$ cat src/rtl/rstrec_pkg.sv
package rstrec_pkg;

  localparam int STAT_W    = 8;
  localparam int NUM_BYTES = 2;

  // byte 0 bit positions
  localparam int B0_WAKE  = 0;
  localparam int B0_LVD   = 1;
  localparam int B0_CLKL  = 2;
  localparam int B0_LOCKL = 3;
  localparam int B0_WDOG  = 5;
  localparam int B0_PIN   = 6;
  localparam int B0_POR   = 7;

  // byte 1 bit positions
  localparam int B1_JTAG  = 0;
  localparam int B1_LOCKUP = 1;
  localparam int B1_SW    = 2;
  localparam int B1_DBG   = 3;
  localparam int B1_PROG  = 4;
  localparam int B1_STOP  = 5;

  localparam logic [STAT_W-1:0] POR_BYTE0 = STAT_W'((1 << B0_POR) | (1 << B0_LVD));
  localparam logic [STAT_W-1:0] POR_BYTE1 = '0;

  typedef struct packed {
    logic por;
    logic lvd;
    logic wake;
    logic wake_pin;
    logic clk_loss;
    logic lock_loss;
    logic wdog;
    logic ext_pin;
    logic jtag;
    logic lockup;
    logic sw;
    logic dbg;
    logic prog;
    logic stop_ack;
  } cause_t;

  typedef logic [NUM_BYTES-1:0][STAT_W-1:0] stat_bytes_t;

endpackage

$ cat src/rtl/rstrec_encode.sv
module rstrec_encode
  import rstrec_pkg::*;
(
  input  cause_t            cause,
  output logic              evt,
  output logic [STAT_W-1:0] nxt0,
  output logic [STAT_W-1:0] nxt1
);

  logic [STAT_W-1:0] plain0;
  logic [STAT_W-1:0] plain1;

  // the pin qualifier alone is not a request
  assign evt = cause.por | cause.lvd | cause.wake | cause.clk_loss |
               cause.lock_loss | cause.wdog | cause.ext_pin | cause.jtag |
               cause.lockup | cause.sw | cause.dbg | cause.prog | cause.stop_ack;

  always_comb begin
    plain0 = '0;
    plain0[B0_WAKE]  = cause.wake;
    plain0[B0_LVD]   = cause.lvd;
    plain0[B0_CLKL]  = cause.clk_loss;
    plain0[B0_LOCKL] = cause.lock_loss;
    plain0[B0_WDOG]  = cause.wdog;
    plain0[B0_PIN]   = cause.ext_pin | (cause.wake & cause.wake_pin);

    plain1 = '0;
    plain1[B1_JTAG]   = cause.jtag;
    plain1[B1_LOCKUP] = cause.lockup;
    plain1[B1_SW]     = cause.sw;
    plain1[B1_DBG]    = cause.dbg;
    plain1[B1_PROG]   = cause.prog;
    plain1[B1_STOP]   = cause.stop_ack;
  end

  // power-on overrides every other cause
  assign nxt0 = cause.por ? POR_BYTE0 : plain0;
  assign nxt1 = cause.por ? POR_BYTE1 : plain1;

endmodule

$ cat src/rtl/rstrec_capture.sv
module rstrec_capture
  import rstrec_pkg::*;
(
  input  logic              clk,
  input  logic              rst_n,
  input  logic              evt,
  input  logic [STAT_W-1:0] nxt0,
  input  logic [STAT_W-1:0] nxt1,
  output stat_bytes_t       stat
);

  always_ff @(posedge clk or negedge rst_n) begin
    if (!rst_n) begin
      stat[0] <= POR_BYTE0;
      stat[1] <= POR_BYTE1;
    end else if (evt) begin
      stat[0] <= nxt0;
      stat[1] <= nxt1;
    end
  end

endmodule

$ cat src/rtl/rstrec_rdport.sv
module rstrec_rdport
  import rstrec_pkg::*;
#(
  parameter int ADDR_W = 3
) (
  input  logic              clk,
  input  logic              rst_n,
  input  stat_bytes_t       stat,
  input  logic              req_valid,
  output logic              req_ready,
  input  logic              req_write,
  input  logic [ADDR_W-1:0] req_addr,
  output logic              rsp_valid,
  input  logic              rsp_ready,
  output logic [STAT_W-1:0] rsp_data
);

  logic [NUM_BYTES-1:0] hit;
  logic [STAT_W-1:0]    sel;
  logic                 accept;

  genvar gi;
  generate
    for (gi = 0; gi < NUM_BYTES; gi++) begin : g_dec
      assign hit[gi] = (req_addr == ADDR_W'(gi));
    end
  endgenerate

  always_comb begin
    sel = '0;
    for (int i = 0; i < NUM_BYTES; i++) begin
      if (hit[i]) sel = stat[i];
    end
  end

  assign req_ready = !rsp_valid || rsp_ready;
  assign accept    = req_valid && req_ready;

  always_ff @(posedge clk or negedge rst_n) begin
    if (!rst_n) begin
      rsp_valid <= 1'b0;
      rsp_data  <= '0;
    end else if (accept) begin
      rsp_valid <= 1'b1;
      rsp_data  <= req_write ? '0 : sel;
    end else if (rsp_ready) begin
      rsp_valid <= 1'b0;
    end
  end

endmodule

$ cat src/rtl/rst_cause_rec.sv
module rst_cause_rec
  import rstrec_pkg::*;
#(
  parameter int ADDR_W = 3
) (
  input  logic              clk,
  input  logic              rst_n,
  input  logic              req_por,
  input  logic              req_lvd,
  input  logic              req_wake,
  input  logic              wake_by_pin,
  input  logic              req_clk_loss,
  input  logic              req_lock_loss,
  input  logic              req_wdog,
  input  logic              req_ext_pin,
  input  logic              req_jtag,
  input  logic              req_lockup,
  input  logic              req_sw,
  input  logic              req_dbg,
  input  logic              req_prog,
  input  logic              req_stop_ack,
  input  logic              bus_req_valid,
  output logic              bus_req_ready,
  input  logic              bus_req_write,
  input  logic [ADDR_W-1:0] bus_req_addr,
  output logic              bus_rsp_valid,
  input  logic              bus_rsp_ready,
  output logic [STAT_W-1:0] bus_rsp_data
);

  cause_t            cause;
  logic              evt;
  logic [STAT_W-1:0] nxt0;
  logic [STAT_W-1:0] nxt1;
  stat_bytes_t       stat;

  assign cause = '{por:       req_por,
                   lvd:       req_lvd,
                   wake:      req_wake,
                   wake_pin:  wake_by_pin,
                   clk_loss:  req_clk_loss,
                   lock_loss: req_lock_loss,
                   wdog:      req_wdog,
                   ext_pin:   req_ext_pin,
                   jtag:      req_jtag,
                   lockup:    req_lockup,
                   sw:        req_sw,
                   dbg:       req_dbg,
                   prog:      req_prog,
                   stop_ack:  req_stop_ack};

  rstrec_encode u_enc (
    .cause (cause),
    .evt   (evt),
    .nxt0  (nxt0),
    .nxt1  (nxt1)
  );

  rstrec_capture u_cap (
    .clk   (clk),
    .rst_n (rst_n),
    .evt   (evt),
    .nxt0  (nxt0),
    .nxt1  (nxt1),
    .stat  (stat)
  );

  rstrec_rdport #(.ADDR_W(ADDR_W)) u_rd (
    .clk       (clk),
    .rst_n     (rst_n),
    .stat      (stat),
    .req_valid (bus_req_valid),
    .req_ready (bus_req_ready),
    .req_write (bus_req_write),
    .req_addr  (bus_req_addr),
    .rsp_valid (bus_rsp_valid),
    .rsp_ready (bus_rsp_ready),
    .rsp_data  (bus_rsp_data)
  );

endmodule

$ cat config.mk
export PLATFORM = sky130hd
export DESIGN_NAME = rst_cause_rec
export DESIGN_NICKNAME = d
export VERILOG_FILES = /design/src/rtl/rstrec_pkg.sv /design/src/rtl/rstrec_encode.sv /design/src/rtl/rstrec_capture.sv /design/src/rtl/rstrec_rdport.sv /design/src/rtl/rst_cause_rec.sv
export SDC_FILE = /design/constraint.sdc
export NUM_CORES = 1
export LEC_CHECK = 0
export CORE_MARGIN = 2
export CORE_UTILIZATION = 45
export DETAILED_ROUTE_END_ITERATION = 8
export DONT_BUFFER_PORTS = 1
export HOLD_SLACK_MARGIN = 0.15
export PLACE_DENSITY_LB_ADDON = 0.08
export SETUP_SLACK_MARGIN = 0.05
export SLEW_MARGIN = 20
export SYNTH_ARGS = -nofsm -noshare
export SYNTH_HDL_FRONTEND = slang
export SYNTH_SLANG_ARGS = --single-unit
$ cat constraint.sdc
create_clock -name clk -period 1.15 [get_ports clk]
set_input_delay 0.23 -clock clk [delete_from_list [all_inputs] [get_ports clk]]
set_output_delay 0.23 -clock clk [all_outputs]
set_load 0.005 [all_outputs]
# ---- Word level (Yosys, flattened, before mapping)
# Index checks and enable logic that the tools add are counted.
dict set report word_totals {
  register_bits 25
  inputBits 22
  out_inout_bits 10
  word_cells 31
}
dict set report classes {
  n_eq_ne 1
  muxes 7
  bitwise_logic 14
  reduce_logical 5
}
# cell count
set ops {}
lappend ops {{$mux 8} 4}
lappend ops {{$or 1x1->1} 13}
lappend ops {{$mux 6} 1}
lappend ops {{$eq 3x1->1 const B} 1}
lappend ops {{$logic_not 3->1} 1}
lappend ops {{$mux 1} 2}
lappend ops {{$reduce_bool 2->1} 1}
lappend ops {{$and 1x1->1} 1}
lappend ops {{$logic_and 1x1->1} 1}
lappend ops {{$logic_not 1->1} 1}
lappend ops {{$logic_or 1x1->1} 1}

# ---- Longest topological paths before layout
dict set report depth {
  word_depth 12
  ltp_mapped 4
  ltp_nobuf 3
}

# ---- Hierarchy
# Synthesis repeated with hierarchy kept, for this count alone.
dict set report unflattened {
  cells_unflattened 89
  area_unflattened_um2 1227.4
}
# module n_inst cells_each area_per_inst_um2 seq_area_each_um2
set by_module_without_submodules {}
lappend by_module_without_submodules {rstrec_capture 1 34 651.9 402.9}
lappend by_module_without_submodules {rstrec_rdport 1 32 431.7 225.2}
lappend by_module_without_submodules {rstrec_encode 1 23 143.9 0.0}

# ---- Least setup slack after synthesis
# No wires, ideal clock.
dict set report synth_timing {
  kind {register -> register}
  startpoint {register u_rd.rsp_valid}
  endpoint {register u_rd.rsp_data[1]}
  setup_ns 0.125
  arrival_time_ns 0.994
  t_required_ns 1.025
  path_slack_ns 0.031
  stages_incl_launch_ff 4
  n_path_buf 0
  period_less_slack_ns 1.119
  path_cell_list {dfrtp_1 -> nand2b_1 -> nand2_1 -> mux2_2}
}
dict set report synth_via {
  elab_chain_cells 3
}
# item line
set synth_lines {}
lappend synth_lines {{from (decl)} rstrec_rdport.sv:13} ;# output logic rsp_valid,
lappend synth_lines {{from (signal assigned)} rstrec_rdport.sv:41} ;# rsp_valid <= 1'b0;
lappend synth_lines {{from (signal assigned)} rstrec_rdport.sv:44} ;# rsp_valid <= 1'b1;
lappend synth_lines {{from (signal assigned)} rstrec_rdport.sv:47} ;# rsp_valid <= 1'b0;
lappend synth_lines {{$logic_not 1->1} rstrec_rdport.sv:36} ;# assign req_ready = !rsp_valid || rsp_ready;
lappend synth_lines {{$logic_or 1x1->1} rstrec_rdport.sv:36}
lappend synth_lines {{named net bus_req_ready} rst_cause_rec.sv:23} ;# output logic bus_req_ready,
lappend synth_lines {{$logic_and 1x1->1} rstrec_rdport.sv:37} ;# assign accept = req_valid && req_ready;
lappend synth_lines {{to (signal assigned)} rstrec_rdport.sv:45} ;# rsp_data <= req_write ? '0 : sel;
lappend synth_lines {{to (decl)} rstrec_rdport.sv:15} ;# output logic [STAT_W-1:0] rsp_data
# The timed path passes the listed nets, and every way through them passes these cells.
# A chain may end at the register's enable or synchronous reset.

# ---- Worst setup path after layout
dict set report layout_timing {
  startpoint {register u_rd.rsp_valid}
  endpoint {output bus_req_ready}
}
dict set report layout_via {
  elab_chain_cells 2
}
# item line
set layout_lines {}
lappend layout_lines {{$logic_not 1->1} rstrec_rdport.sv:36}
lappend layout_lines {{$logic_or 1x1->1} rstrec_rdport.sv:36}
lappend layout_lines {{to (decl)} rst_cause_rec.sv:23}
# No other way between the ends.

==> metrics.cfg <==
[place]
placed_cells=118
place.port_buffers=0
hpwl_um=1331
place_area_mm2=0.001055
gp_congestion=0.7208

[finish]
final_cell_mix=inv_1 (23), dfrtp_1 (20), dlygate4sd3_1 (15), o22ai_2 (9), mux2i_1 (5)
final_common_cell=inv_1
fin_area_mm2=0.001343
final-seq-area_um2=553.0
num-fill-cells=185
drive_gt1_share_pct=23.89
area_delta_synth_final_pct=32.14
num_antenna_cells=0
final_cell_count_no_fill=141
nNetsFinal=136
multiInputGateArea_um2=394.1

[timing]
tns_ns=-0.04953
post-route-period-util_pct=103.9
maxSlewHeadroom_pct=35.55
fmax_mhz=837.2
period_minus_slack_ns=1.194
setup_slack_ns=-0.04440
grt_setup_unrepaired=true
hold_violations=0
whs_ns=0.1233
setup_viol=2
tightest_slew_ns=0.9668
clock_skew_ns=0.01290
slew_viol_final=0

[critical_path]
crit_path_start_kind=flip-flop
crit_path_max_incr_delay_ns=0.42
cp_slowest_cell=dfrtp_1
crit_path_max_fanout=2
worstPathRequired_ns=0.92
arrival_ns=0.96
path_cells=nand2b_1, buf_4
r2r_start=u_rd.rsp_valid
crit_start=u_rd.rsp_valid
criticalPathCategory=flip-flop to output port
cp-end-kind=output port
path_delay_family=flip-flops
critPathBufInv=1

[global_routing]
antenna_found_initial=0
grt_pass1_vias=769
grt-ovfl-total=0
grt_max_degree=23
track_usage_pct=17.83
grt_pass1_wl_um=3408

[pwr]
power_mw=1.628
p_seq_share_pct=51.0
p_int_mw=1.269
switchingPower_uw=359.6
power.density_mw_per_mm2=1213
peakVddDrop_mv=0.6610
clkPwrFrac_pct=36.8
cellLeakagePower_nw=0.6364
pwr-share-comb_pct=12.2
p_sw_share_pct=22.08

[synthesis]
ys_seq_area_share_pct=54.43
ys_types=22
netlist_area_mm2=0.001016
syn-num-nets=112
netlist_instances=90
yosysWarningCount=0
ys_ff_latch=22
avgSynthCellArea_um2=11.29

[cts]
numClockSinks=22
path_clk_slew_ns=0.14
clkLatencyLatePin_ns=0.31
cts_tree=yes
cts_root_buf=clkbuf_4
cts_buffers=3
cts_buffer_depth=2
cts_max_level=1

[route]
wl_um=2057
avgViaCountPerCell=5.043
vias=711
drc_errors=0
ant_nets=0
wire_per_inst_um=14.59
dr.pass1.iters=3
drt_iter0_markers=10

[floorplan]
ioPinCount=32
coreArea_mm2=0.002170
fp-row-count=17
die_h_um=51.52
die_area_mm2=0.002654
start_util_pct=46.83
fp.dieW_um=51.52

[status]
failed_checks=negative setup slack
outcome=complete, but fails checks

[flow_run]
drv_cap=0

[hold_path]
hp-class=input port to async pin

power by group through the flow:
| stage | sequential (mW) | combinational (mW) | clock, mW |
|---|---|---|---|
| final | 0.831 | 0.199 | 0.599 |
| after global routing | 0.837 | 0.220 | 0.630 |
| after CTS | 0.831 | 0.183 | 0.603 |
| after detailed placement | 0.846 | 0.104 | 0 |
| after global placement | 0.846 | 0.104 | 0 |
| after floorplan | 0.840 | 0.0961 | 0 |
synth_stat cells:
master	count	area, µm²
inv_1	23	86.33
nand4_1	1	6.260
o21bai_2	1	11.26
mux2_2	1	11.26
nor4_2	1	12.51
nand2_1	2	7.510
nand2b_1	4	25.02
nand3_1	1	5.000
o21ai_0	1	5.000
a21oi_1	1	5.000
o22ai_1	2	12.51
o22ai_2	9	112.6
dfstp_2	2	52.55
nor2_1	2	7.510
o2bb2ai_1	7	61.31
buf_6	1	11.26
buf_2	2	10.01
mux2i_1	5	50.05
nor3_1	2	10.01
nor4_1	1	6.260
dfrtp_1	20	500.5
nor2b_1	1	6.260
area by class of cell:
type	count	share of cell area, %
Clock buffer	3	1.678
Tap cell	28	2.610
Multi-Input combinational cell	42	29.36
Sequential cell	22	41.19
Timing Repair Buffer	22	16.50
Inverter	23	6.431
Clock inverter	1	2.237
worst paths after layout:
path                               endpoint  slack (ns)  cells after the start
max in group asynchronous     u_cap.stat[6]        0.43                      1
setup reg to reg           u_rd.rsp_data[1]       -0.01                      4
hold reg to reg               u_cap.stat[7]        0.50                      2
hold / removal             u_rd.rsp_data[0]        0.12                      1
setup / recovery              bus_req_ready       -0.04                      2
min in group clk           u_rd.rsp_data[4]        0.20                      3
registers in the layout, summed over array words and instances (netlist names):
signal and flops:
u_cap.stat 13, u_rd.rsp_data 8, u_rd.rsp_valid 1
routing by layer:
layer | global-route usage [%] | vias to the layer above | routed length [µm]
met1 | 23.93 | 337 | 926
met4 | 7.895 | 0 | 17
met2 | 28.21 | 24 | 1012
met3 | 3.161 | 2 | 101
li1 | - | 348 | -
met5 | 0 | - | 0
cell families (layout without fill, tap and decap cells):
family | after synthesis | after routing | share of synthesized area, %
buf+inv | 26 | 49 | 10.59
flops | 22 | 22 | 54.43
compound gates | 21 | 21 | 20.44
simple gates | 15 | 15 | 8.498
mux | 6 | 6 | 6.035
per-stage QoR:
step	util (%)	setup slack, ns
3_3_place_gp	48.62	-0.008504
5_1_grt	61.88	-0.09588
3_5_place_dp	48.62	-0.03952
4_1_cts	59.23	-0.04017
6_report	61.88	-0.04440
2_1_floorplan	-	0.08286
timing repair:
item | in CTS | in global routing
setup buffers | 1 | 0
gates cloned | 0 | 0
hold endpoints to repair | 43 | 7
setup endpoints to repair | 1 | 44
resized for setup | 0 | 10
hold buffers | 17 | 1
Note: power is estimated with default switching activity, not from simulation.
